<file path="config.mk">
export PLATFORM = sky130hd
export DESIGN_NAME = wmac_hdr_classifier
export DESIGN_NICKNAME = d
export VERILOG_FILES = /design/src/rtl/wmhc_pkg.sv /design/src/rtl/wmhc_capture.sv /design/src/rtl/wmhc_bssid_match.sv /design/src/rtl/wmhc_classify.sv /design/src/rtl/wmac_hdr_classifier.sv
export SDC_FILE = /design/constraint.sdc
export NUM_CORES = 1
export LEC_CHECK = 0
export CAP_MARGIN = 25
export CORE_ASPECT_RATIO = 0.6
export CORE_UTILIZATION = 60
export CTS_CLUSTER_SIZE = 14
export DETAILED_ROUTE_END_ITERATION = 12
export DONT_BUFFER_PORTS = 1
export GPL_ROUTABILITY_DRIVEN = 0
export PLACE_DENSITY = 0.76
export SLEW_MARGIN = 20
export SYNTH_ARGS = -nofsm -noshare
export SYNTH_HDL_FRONTEND = slang
export SYNTH_SLANG_ARGS = --single-unit
</file>
<file path="constraint.sdc">
create_clock -name clk -period 1.9 [get_ports clk]
set_input_delay 0.095 -clock clk [delete_from_list [all_inputs] [get_ports clk]]
set_output_delay 0.095 -clock clk [all_outputs]
set_load 0.05 [all_outputs]
</file>
<file path="src/rtl/wmhc_pkg.sv">
package wmhc_pkg;

  localparam int ADDR_W     = 48;
  localparam int ADDR_BYTES = ADDR_W / 8;
  localparam int FC0_POS    = 0;
  localparam int FC1_POS    = 1;
  localparam int RA_POS     = 4;
  localparam int BSS_POS    = 16;
  localparam int SEQ_POS    = 22;
  localparam int QOS_POS    = 24;
  localparam int HDR_SPAN   = QOS_POS + 1;

  localparam logic [6:0] GRP_NDP   = 7'd0;
  localparam logic [6:0] GRP_MCAST = 7'd1;
  localparam logic [6:0] GRP_UCAST = 7'd2;
  localparam logic [6:0] GRP_NULL  = 7'd3;
  localparam logic [6:0] GRP_MGMT  = 7'd4;
  localparam logic [6:0] GRP_CTRL  = 7'd20;
  localparam logic [6:0] GRP_UNSUP = 7'd36;

  typedef enum logic [1:0] {
    FT_MGMT = 2'd0,
    FT_CTRL = 2'd1,
    FT_DATA = 2'd2,
    FT_RSVD = 2'd3
  } ftype_e;

  typedef struct packed {
    logic mcast;
    logic directed;
    logic pwr_mgmt;
    logic more_data;
    logic order;
    logic mgmt;
    logic ctrl;
    logic eosp;
    logic frag;
  } attr_t;

  function automatic logic is_qos_data(input logic [7:0] fc0);
    return (ftype_e'(fc0[3:2]) == FT_DATA) && fc0[7];
  endfunction

  function automatic logic [6:0] frame_group(input logic ndp,
                                             input logic [7:0] fc0,
                                             input logic ra_group);
    logic [6:0] code;
    ftype_e     t;
    t = ftype_e'(fc0[3:2]);
    if (ndp)
      code = GRP_NDP;
    else if (fc0[1:0] != 2'd0 || t == FT_RSVD)
      code = GRP_UNSUP;
    else if (t == FT_MGMT)
      code = GRP_MGMT + {3'd0, fc0[7:4]};
    else if (t == FT_CTRL)
      code = GRP_CTRL + {3'd0, fc0[7:4]};
    else if (fc0[7:4] == 4'd4 || fc0[7:4] == 4'd12)
      code = GRP_NULL;
    else if (ra_group)
      code = GRP_MCAST;
    else
      code = GRP_UCAST;
    return code;
  endfunction

endpackage

</file>
<file path="src/rtl/wmhc_capture.sv">
module wmhc_capture
  import wmhc_pkg::*;
#(
  parameter int SPAN  = HDR_SPAN,
  localparam int IDX_W = $clog2(SPAN + 1)
) (
  input  logic              clk,
  input  logic              rst,
  input  logic              in_start,
  input  logic              in_valid,
  input  logic              in_last,
  input  logic [7:0]        in_byte,
  input  logic              ndp_in,
  input  logic              first_in,
  output logic [7:0]        fc0_q,
  output logic [3:0]        fc1_q,
  output logic [ADDR_W-1:0] ra_q,
  output logic [ADDR_W-1:0] bss_q,
  output logic [3:0]        fragno_q,
  output logic              eosp_q,
  output logic              ndp_q,
  output logic              first_q,
  output logic              pend_q
);

  logic [IDX_W-1:0] idx_q;
  logic             open_q;
  logic [IDX_W-1:0] cur_idx;
  logic [IDX_W-1:0] need_idx;
  logic             accept;
  logic             fire;

  always_comb begin
    cur_idx  = in_start ? '0 : idx_q;
    accept   = in_valid && (in_start || open_q);
    need_idx = is_qos_data(fc0_q) ? IDX_W'(QOS_POS) : IDX_W'(SEQ_POS);
    fire     = accept && (in_last || (!in_start && cur_idx == need_idx));
  end

  always_ff @(posedge clk) begin
    if (rst) begin
      idx_q    <= '0;
      open_q   <= 1'b0;
      pend_q   <= 1'b0;
      fc0_q    <= '0;
      fc1_q    <= '0;
      ra_q     <= '0;
      bss_q    <= '0;
      fragno_q <= '0;
      eosp_q   <= 1'b0;
      ndp_q    <= 1'b0;
      first_q  <= 1'b0;
    end else begin
      pend_q <= fire;
      if (accept) begin
        open_q <= !fire;
        if (in_start) begin
          idx_q    <= IDX_W'(1);
          fc0_q    <= in_byte;
          fc1_q    <= '0;
          ra_q     <= '0;
          bss_q    <= '0;
          fragno_q <= '0;
          eosp_q   <= 1'b0;
          ndp_q    <= ndp_in;
          first_q  <= first_in;
        end else begin
          if (idx_q != IDX_W'(SPAN))
            idx_q <= idx_q + IDX_W'(1);
          if (cur_idx == IDX_W'(FC1_POS))
            fc1_q <= {in_byte[7], in_byte[5], in_byte[4], in_byte[2]};
          for (int k = 0; k < ADDR_BYTES; k++) begin
            if (cur_idx == IDX_W'(RA_POS + k))
              ra_q[8*k +: 8] <= in_byte;
            if (cur_idx == IDX_W'(BSS_POS + k))
              bss_q[8*k +: 8] <= in_byte;
          end
          if (cur_idx == IDX_W'(SEQ_POS))
            fragno_q <= in_byte[3:0];
          if (cur_idx == IDX_W'(QOS_POS))
            eosp_q <= in_byte[4];
        end
      end
    end
  end

endmodule

</file>
<file path="src/rtl/wmhc_bssid_match.sv">
module wmhc_bssid_match
  import wmhc_pkg::*;
#(
  parameter int NUM_BSSID = 4
) (
  input  logic [NUM_BSSID-1:0][ADDR_W-1:0] bssid_list,
  input  logic [ADDR_W-1:0]                bss_addr,
  output logic                             hit
);

  logic [NUM_BSSID-1:0] eq;

  for (genvar g = 0; g < NUM_BSSID; g++) begin : g_cmp
    assign eq[g] = (bssid_list[g] == bss_addr);
  end

  assign hit = |eq;

endmodule

</file>
<file path="src/rtl/wmhc_classify.sv">
module wmhc_classify
  import wmhc_pkg::*;
#(
  parameter int NUM_BSSID = 4
) (
  input  logic                             clk,
  input  logic                             rst,
  input  logic                             pend,
  input  logic [7:0]                       fc0,
  input  logic [3:0]                       fc1,
  input  logic [ADDR_W-1:0]                ra,
  input  logic [ADDR_W-1:0]                bss,
  input  logic [3:0]                       fragno,
  input  logic                             eosp_bit,
  input  logic                             ndp,
  input  logic                             first,
  input  logic [NUM_BSSID-1:0][ADDR_W-1:0] bssid_list,
  input  logic [ADDR_W-1:0]                own_addr,
  output logic                             done_q,
  output logic [6:0]                       group_q,
  output attr_t                            attr_q
);

  logic  bss_hit;
  attr_t attr_d;

  wmhc_bssid_match #(.NUM_BSSID(NUM_BSSID)) u_match (
    .bssid_list (bssid_list),
    .bss_addr   (bss),
    .hit        (bss_hit)
  );

  always_comb begin
    attr_d           = '0;
    attr_d.mcast     = ra[0] && bss_hit;
    attr_d.directed  = (ra == own_addr);
    attr_d.pwr_mgmt  = fc1[1];
    attr_d.more_data = fc1[2];
    attr_d.order     = fc1[3];
    attr_d.frag      = fc1[0] || (fragno != 4'd0);
    attr_d.mgmt      = ftype_e'(fc0[3:2]) == FT_MGMT;
    attr_d.ctrl      = ftype_e'(fc0[3:2]) == FT_CTRL;
    attr_d.eosp      = is_qos_data(fc0) && eosp_bit;
    if (!first)
      attr_d = '0;
  end

  always_ff @(posedge clk) begin
    if (rst) begin
      done_q  <= 1'b0;
      group_q <= '0;
      attr_q  <= '0;
    end else begin
      done_q <= pend;
      if (pend) begin
        group_q <= frame_group(ndp, fc0, ra[0]);
        attr_q  <= attr_d;
      end
    end
  end

endmodule

</file>
<file path="src/rtl/wmac_hdr_classifier.sv">
module wmac_hdr_classifier
  import wmhc_pkg::*;
#(
  parameter int NUM_BSSID = 4
) (
  input  logic                             clk,
  input  logic                             rst,
  input  logic                             in_start,
  input  logic                             in_valid,
  input  logic                             in_last,
  input  logic [7:0]                       in_byte,
  input  logic                             ndp_in,
  input  logic                             first_msdu_in,
  input  logic [NUM_BSSID-1:0][ADDR_W-1:0] bssid_list,
  input  logic [ADDR_W-1:0]                own_addr,
  output logic                             done,
  output logic [6:0]                       group_code,
  output logic                             mcast_flag,
  output logic                             directed_flag,
  output logic                             pwr_mgmt_flag,
  output logic                             more_data_flag,
  output logic                             order_flag,
  output logic                             mgmt_flag,
  output logic                             ctrl_flag,
  output logic                             eosp_flag,
  output logic                             frag_flag
);

  logic [7:0]        fc0;
  logic [3:0]        fc1;
  logic [ADDR_W-1:0] ra;
  logic [ADDR_W-1:0] bss;
  logic [3:0]        fragno;
  logic              eosp_bit;
  logic              ndp_s;
  logic              first_s;
  logic              pend;
  attr_t             attr;

  wmhc_capture #(.SPAN(HDR_SPAN)) u_cap (
    .clk      (clk),
    .rst      (rst),
    .in_start (in_start),
    .in_valid (in_valid),
    .in_last  (in_last),
    .in_byte  (in_byte),
    .ndp_in   (ndp_in),
    .first_in (first_msdu_in),
    .fc0_q    (fc0),
    .fc1_q    (fc1),
    .ra_q     (ra),
    .bss_q    (bss),
    .fragno_q (fragno),
    .eosp_q   (eosp_bit),
    .ndp_q    (ndp_s),
    .first_q  (first_s),
    .pend_q   (pend)
  );

  wmhc_classify #(.NUM_BSSID(NUM_BSSID)) u_cls (
    .clk        (clk),
    .rst        (rst),
    .pend       (pend),
    .fc0        (fc0),
    .fc1        (fc1),
    .ra         (ra),
    .bss        (bss),
    .fragno     (fragno),
    .eosp_bit   (eosp_bit),
    .ndp        (ndp_s),
    .first      (first_s),
    .bssid_list (bssid_list),
    .own_addr   (own_addr),
    .done_q     (done),
    .group_q    (group_code),
    .attr_q     (attr)
  );

  assign mcast_flag     = attr.mcast;
  assign directed_flag  = attr.directed;
  assign pwr_mgmt_flag  = attr.pwr_mgmt;
  assign more_data_flag = attr.more_data;
  assign order_flag     = attr.order;
  assign mgmt_flag      = attr.mgmt;
  assign ctrl_flag      = attr.ctrl;
  assign eosp_flag      = attr.eosp;
  assign frag_flag      = attr.frag;

endmodule

</file>
==> results by group, run 1 <==
Yosys
  • Post-Synthesis Net Count: around 1.3k
  • Yosys synthesis warning count: 0
  • Cell area after synthesis: 8200 um2
  • Top-area cell type share of the netlist area: 0.337
  • Number of distinct library cell variants in the gate-level netlist after synthesis: 52
  • Instance count of the mapped netlist: 1053
  • Asr flop ratio synth: 0
  • Library cell with the largest summed area after synthesis: dfxtp_1
  • Dominant register cell in the synthesized netlist: dfxtp_1
  • Average cell area after synthesis: 7.79 um2
  • Post-synthesis sequential area ratio: 0.337
  • Cell types with the largest area share after synthesis: dfxtp_1 34%, xor2_1 23%, nor2_1 9.5%
  • Number of enable-type register cells in the synthesized netlist: 0
  • Number of synthesized register bits: roughly 140

Setup path
  • Setup CP Type: reg2reg
  • R2R cell count: 7
  • Sort of element at the end of the critical path: register
  • Reg-to-reg endpoint: u_cls.attr_q[8]
  • R2R Path Start: u_cap.bss_q[17]
  • Maximum fanout along the worst path: 5
  • Worst Path Required: between 2 and 2.5 ns
  • R2R setup slack: roughly 0.0053 ns
  • Data arrival, critical path: 2.22 ns
  • CP Launch Type: register

Cells and area
  • Nets: 1325
  • Area growth, synth to finish: 15.4%
  • Layout cells sized above 1: 0.121
  • Antenna cell count: 0
  • Design Area, Final: 9460 um2
  • Most common cell after layout, fill and taps aside: xor2_1
  • Most frequent cells in the layout: 212 x xor2_1, 207 x nor2_1, 132 x dfxtp_1, 70 x a31oi_1, 66 x buf_4

Die
  • Top-Level Pins: about 270
  • Starting utilization of the core area: 0.627
  • Die X-Extent: approximately 150 um
  • Total Die Area: 14200 um2
  • Die H: approximately 90 um
  • Area of the core region: around 13000 um2
  • Number of cell rows: 32

Power
  • Switching power summed over all nets: 1620 uW
  • Sequential power share: 0.440
  • Logic pwr share: 0.081
  • Switching share of total power: 0.240
  • Cell Int Power: about 5100 uW
  • PD cells: 712 nW/um2
  • IR Drop Worst-Case VDD: 0.000598 V
  • Clock share of power: 0.479
  • Leakage power summed over all cells: just over 0.004 uW

Min path
  • Beginning of the worst hold path: rst
  • Hold Path Cell Cnt: 1
  • Min-Delay Endpoint: u_cls.attr_q[0]
  • Path class of the lowest-slack min-delay path: in2reg

Timing
  • Max frequency: 0.528 GHz
  • Slew Limit Fails: 0
  • Unrepaired setup endpoints after global routing: true
  • Final Hold Viols: 113
  • Remaining max-slew budget at the tightest pin: 0.519
  • Final critical-path required period: 1.89 ns
  • Pin slew with the least headroom to its limit: a little over 0.7 ns
  • Final setup fails: 0
  • Slack of the critical path: 0.00525 ns
  • Final hold slack: -0.257 ns
  • Clock skew after layout: 0.0109 ns
  • Final Cycle Share: 0.997
  • Post-route setup TNS: 0 ns

Routing
  • 1st-pass router iterations: 6
  • Via count of the routed design: 7772
  • Overall routed net length: 27600 um
  • Number of routed nets with antenna violations: 0
  • Average vias per placed instance: 6.22
  • Routed wire length per instance: roughly 22 um
  • Drt drc: 0
  • DR iter-0 viols: 1254

GRT
  • Maximum number of pins on one net before global-route repair: 139
  • Global-route usage over all layers: 0.389
  • Grt total ovfl: 0
  • Vias in the first global route: 6930
  • First-pass GRT wire length: 41100 um
  • Antenna violations before repair: 0

Placement
  • Placed standard-cell area: 8530 um2
  • Number of buffers added on ports: 0
  • DP Wirelength: 20600 um
  • Worst setup slack after placement: -0.0586 ns

Clock tree
  • Num CTS Buffers: 17
  • CTS hold repair buffers: 26
  • H-Tree Depth: 4
  • Root Driver: clkbuf_16
  • CTS tree: built
  • Clock-pin slew on the worst setup and hold paths: 0.06 ns
  • Clock tree sinks: around 140
  • Worst-skew pair later-pin latency: 0.42 ns
  • Maximum buffer depth of the clock tree: 2

Run status
  • Outcome: finished, violations left
  • Violations in the final reports: negative hold slack

Job
  • Reported max-cap violation count: 0
stage by stage:
step	total power, uW	instances	util
6_report	6740	1249	0.723
5_1_grt	6940	1249	0.723
4_1_cts	6720	1244	0.716
3_5_place_dp	3520	1186	0.651
3_3_place_gp	3520	1186	0.651
2_1_floorplan	3430	1053	-
flip-flops by register name, summed over array words and instances (netlist names):
signal	count
u_cap.bss_q	48
u_cap.eosp_q	1
u_cap.fc0_q	8
u_cap.fc1_q	4
u_cap.first_q	1
u_cap.fragno_q	4
u_cap.idx_q	5
u_cap.ndp_q	1
u_cap.open_q	1
u_cap.pend_q	1
u_cap.ra_q	48
u_cls.attr_q	9
u_cls.done_q	1
u_cls.group_q	6
power groups by stage:
stage / clock [uW] / sequential, uW / combinational [uW]
final: 3230 / 2970 / 546
after floorplan: 0 / 3020 / 413
after detailed placement: 0 / 3030 / 495
after global placement: 0 / 3030 / 492
after global routing: 3380 / 2970 / 589
after CTS: 3240 / 2960 / 519
final cells by class:
| type | instances | area (um2) |
|---|---|---|
| timing repair inverter | 1 | 5.00 |
| inverter | 15 | 60.1 |
| clock buffer | 20 | 447 |
| timing repair buffer | 95 | 817 |
| tap | 170 | 213 |
| sequential | 138 | 2770 |
| multi-input combinational | 798 | 5030 |
| clock inverter | 12 | 125 |
| fill | 1065 | 3630 |
per-layer routing:
layer  global-route usage  vias to the layer above  wire (um)
met2                0.526                      525      11200
met1                0.552                     3612      11700
met5                    0                        -          0
met4               0.0892                        0        437
met3                0.178                       59       4310
li1                     -                     3576          -
worst max-delay path, stage by stage (launching register included):
cell and delay [ns]:
dfxtp_1 0.61, xor2_1 0.14, nor4_1 0.39, buf_4 0.17, nand4_1 0.06, nor3_1 0.22, nor4_1 0.08, o32ai_1 0.11
what timing repair did:
action                                  CTS  global route
endpoints found under the hold margin   138           113
pin swaps                                 0             4
endpoints found under the setup margin    1            19
resized for setup                         2            16
setup buffers                             0             5
gates cloned                              0             1
cell usage after synthesis, drive strengths merged (4+ instances only):
| cell | n |
|---|---|
| nand2 | 48 |
| a31oi | 71 |
| nand4 | 21 |
| nor2 | 208 |
| ha | 4 |
| a21oi | 67 |
| nor3 | 14 |
| nand3b | 4 |
| nand3 | 25 |
| nand2b | 11 |
| xnor2 | 22 |
| xor2 | 212 |
| buf | 17 |
| clkbuf | 85 |
| o21ai | 4 |
| inv | 15 |
| dfxtp | 138 |
| nor4 | 56 |
how the worst max path moves through the flow:
stage,to,slack (ns),from
after floorplan,u_cls.attr_q[7],0.28,u_cap.first_q
after global placement,u_cls.attr_q[8],-0.11,u_cap.bss_q[41]
after detailed placement,u_cls.attr_q[8],-0.06,u_cap.bss_q[41]
after CTS,u_cls.attr_q[8],0.02,u_cap.bss_q[41]
after global routing,u_cls.attr_q[8],-0.04,u_cap.bss_q[38]
final,u_cls.attr_q[8],0.005,u_cap.bss_q[17]
cell families (layout without fill, tap and decap cells):
family,count (synthesis),after routing,share of synthesized area
simple gates,396,396,0.228
xor+xnor,234,234,0.250
compound gates,161,161,0.119
flops,138,138,0.337
buf+inv,117,143,0.0574
fa+ha+maj,4,4,0.00610
mux,2,2,0.00244
other cells,1,1,0.000457
No activity file was read; power rests on OpenSTA's default activity.
==> inputs of run 2 (changes only) <==
==> constraint.sdc (replaced) <==
create_clock -name clk -period 1.9 [get_ports clk]
set_input_delay 0.19 -clock clk [delete_from_list [all_inputs] [get_ports clk]]
set_output_delay 0.19 -clock clk [all_outputs]
set_load 0.05 [all_outputs]
==> results by group, run 2 (synthesized netlist as in run 1, its figures left out) <==
Run status
  • Outcome: finished, violations left
  • Violations in the final reports: negative hold slack, negative setup slack

Routing
  • Routed wire length per instance: roughly 23 um
  • DR iter-0 viols: roughly 1k
  • 1st-pass router iterations: 6
  • Via count of the routed design: 7792
  • Overall routed net length: 28100 um
  • Drt drc: 0
  • Number of routed nets with antenna violations: 0
  • Average vias per placed instance: 6.27

Cells and area
  • Area growth, synth to finish: 16.4%
  • Count of non-filler cells in the finished layout: 1243
  • Final design utilization: 0.729
  • Most common cell after layout, fill and taps aside: xor2_1
  • Most frequent cells in the layout: 212 x xor2_1, 207 x nor2_1, 129 x dfxtp_1, 70 x a31oi_1, 65 x a21oi_1
  • Antenna cell count: 0
  • Registers with the highest flip-flop counts: u_cap.bss_q x48, u_cap.ra_q x48, u_cls.attr_q x9
  • Nets: 1319
  • Layout cells sized above 1: 0.123

Setup path
  • R2R Path Start: u_cap.bss_q[41]
  • Standard cell with the maximum stage delay on the critical path: nor4_2
  • Sort of element at the end of the critical path: register
  • R2R cell count: 6
  • List of cells traversed by the critical path: xor2_1, nor4_2, nand4_1, nor3_1, nor4_1, o32ai_1
  • Sum of buffers and inverters on the critical path: 0
  • Peak per-stage delay on the critical path: ~0.55 ns
  • Setup CP Type: reg2reg
  • Reg-to-reg endpoint: u_cls.attr_q[8]
  • Data arrival, critical path: 2.26 ns
  • CP Launch Type: register
  • Maximum fanout along the worst path: 5
  • R2R setup slack: -0.03 ns
  • Largest delay contributor family on the critical path: simple AND/OR/NAND/NOR gates
  • Worst Path Required: 2.23 ns

Clock tree
  • Worst-skew pair later-pin latency: roughly 0.42 ns
  • H-Tree Depth: 4
  • Root Driver: clkbuf_16
  • Clock-pin slew on the worst setup and hold paths: 0.06 ns
  • CTS tree: built
  • CTS hold repair buffers: 26
  • Maximum buffer depth of the clock tree: 2
  • Clock tree sinks: around 140
  • Num CTS Buffers: 17

Timing
  • Slack of the critical path: -0.0263 ns
  • Final Hold Viols: 46
  • Final hold slack: -0.0976 ns
  • Final setup fails: 1
  • Slew Limit Fails: 0
  • Final critical-path required period: around 1.9 ns
  • Clock skew after layout: 0.0113 ns
  • Pin slew with the least headroom to its limit: 0.820 ns
  • Remaining max-slew budget at the tightest pin: 0.454
  • Max frequency: 0.519 GHz
  • Final Cycle Share: 1.01

Placement
  • Worst setup slack after placement: -0.179 ns
  • DP Wirelength: 20600 um
  • Placed cells: approximately 1.2k
  • Number of buffers added on ports: 0

Die
  • Area of the core region: 13100 um2
  • Starting utilization of the core area: 0.627
  • Total Die Area: 14200 um2
  • Die H: 92.6 um
  • Die X-Extent: 153 um
  • Top-Level Pins: 272
  • Number of cell rows: 32

Min path
  • Min-Delay Endpoint: u_cap.eosp_q
  • Beginning of the worst hold path: rst
  • Hold Path Cell Cnt: 1
  • Path class of the lowest-slack min-delay path: in2reg

Power
  • PD cells: 742 nW/um2
  • Leakage power summed over all cells: 0.00409 uW
  • IR Drop Worst-Case VDD: 0.000574 V
  • Total power: 7080 uW

GRT
  • Vias in the first global route: 6975
  • Antenna violations before repair: 0
  • Grt total ovfl: 0
  • First-pass GRT wire length: 41200 um
  • Maximum number of pins on one net before global-route repair: 139
  • Global-route usage over all layers: 0.391

Job
  • Reported max-cap violation count: 0
## run 2: cell types whose count changed in the layout (fill, tap and decap cells not counted), sizes merged
cell / before / now
bufinv: 2 / 4
clkbuf: 20 / 21
inv: 14 / 15
dlygate4sd3: 25 / 26
clkinv: 7 / 5
clkinvlp: 5 / 2
buf: 70 / 64
## run 2: layer usage
layer / global-route usage / up-vias / part of all wire
li1: - / 3563 / -
met4: 0.123 / 2 / 0.023
met3: 0.218 / 67 / 0.17
met1: 0.532 / 3598 / 0.41
met2: 0.510 / 562 / 0.39
met5: 0 / - / 0.0012
## run 2: timing repair
action	in CTS	in global routing
pin swaps	0	2
endpoints found under the setup margin	1	16
setup buffers	0	2
hold endpoints to repair	138	112
gates resized for setup	5	20
## run 2: through the flow
step | TNS [ns] | cell area, um2 | hold slack (ns)
after CTS | 0 | 9450 | -0.159
after detailed placement | -0.179 | 8530 | 0.274
after global routing | -0.0175 | 9550 | -0.165
after global placement | -0.167 | 8530 | 0.270
final | -0.0263 | 9550 | -0.0976
after floorplan | 0 | 8200 | 0.268
## run 2: worst max-delay path by stage
stage                          startpoint                to  slack, ns  depth (start not counted)
final                     u_cap.bss_q[41]   u_cls.attr_q[8]      -0.03                          6
after global routing       u_cap.fc0_q[6]  u_cls.group_q[0]      -0.02                          6
after CTS                  u_cap.bss_q[2]   u_cls.attr_q[8]       0.02                          6
after detailed placement  u_cap.bss_q[41]   u_cls.attr_q[8]      -0.18                          6
after global placement    u_cap.bss_q[41]   u_cls.attr_q[8]      -0.17                          6
after floorplan             u_cap.first_q   u_cls.attr_q[7]       0.28                          7
## run 2: where the power goes
group	leakage (uW)	switching [uW]	internal, uW
clock network	0.000309	1270	2300
registers	0.00112	40.3	2930
logic	0.00266	311	239
total	0.00409	1620	5460
## run 2: final cells by class
cell class,count,area (um2)
multi-input cells,798,5060
fillers,1030,3550
flip-flops and latches,138,2770
repair buffers,90,803
clock buffers,21,470
well taps,170,213
clock inverters,11,168
inverters,15,56.3
## run 2: worst register-to-register path, delay by kind of cell, from the launching register on
family,cells,cell delay [ns]
simple gates,4,1.10
flops,1,0.49
xor+xnor,1,0.13
compound gates,1,0.12
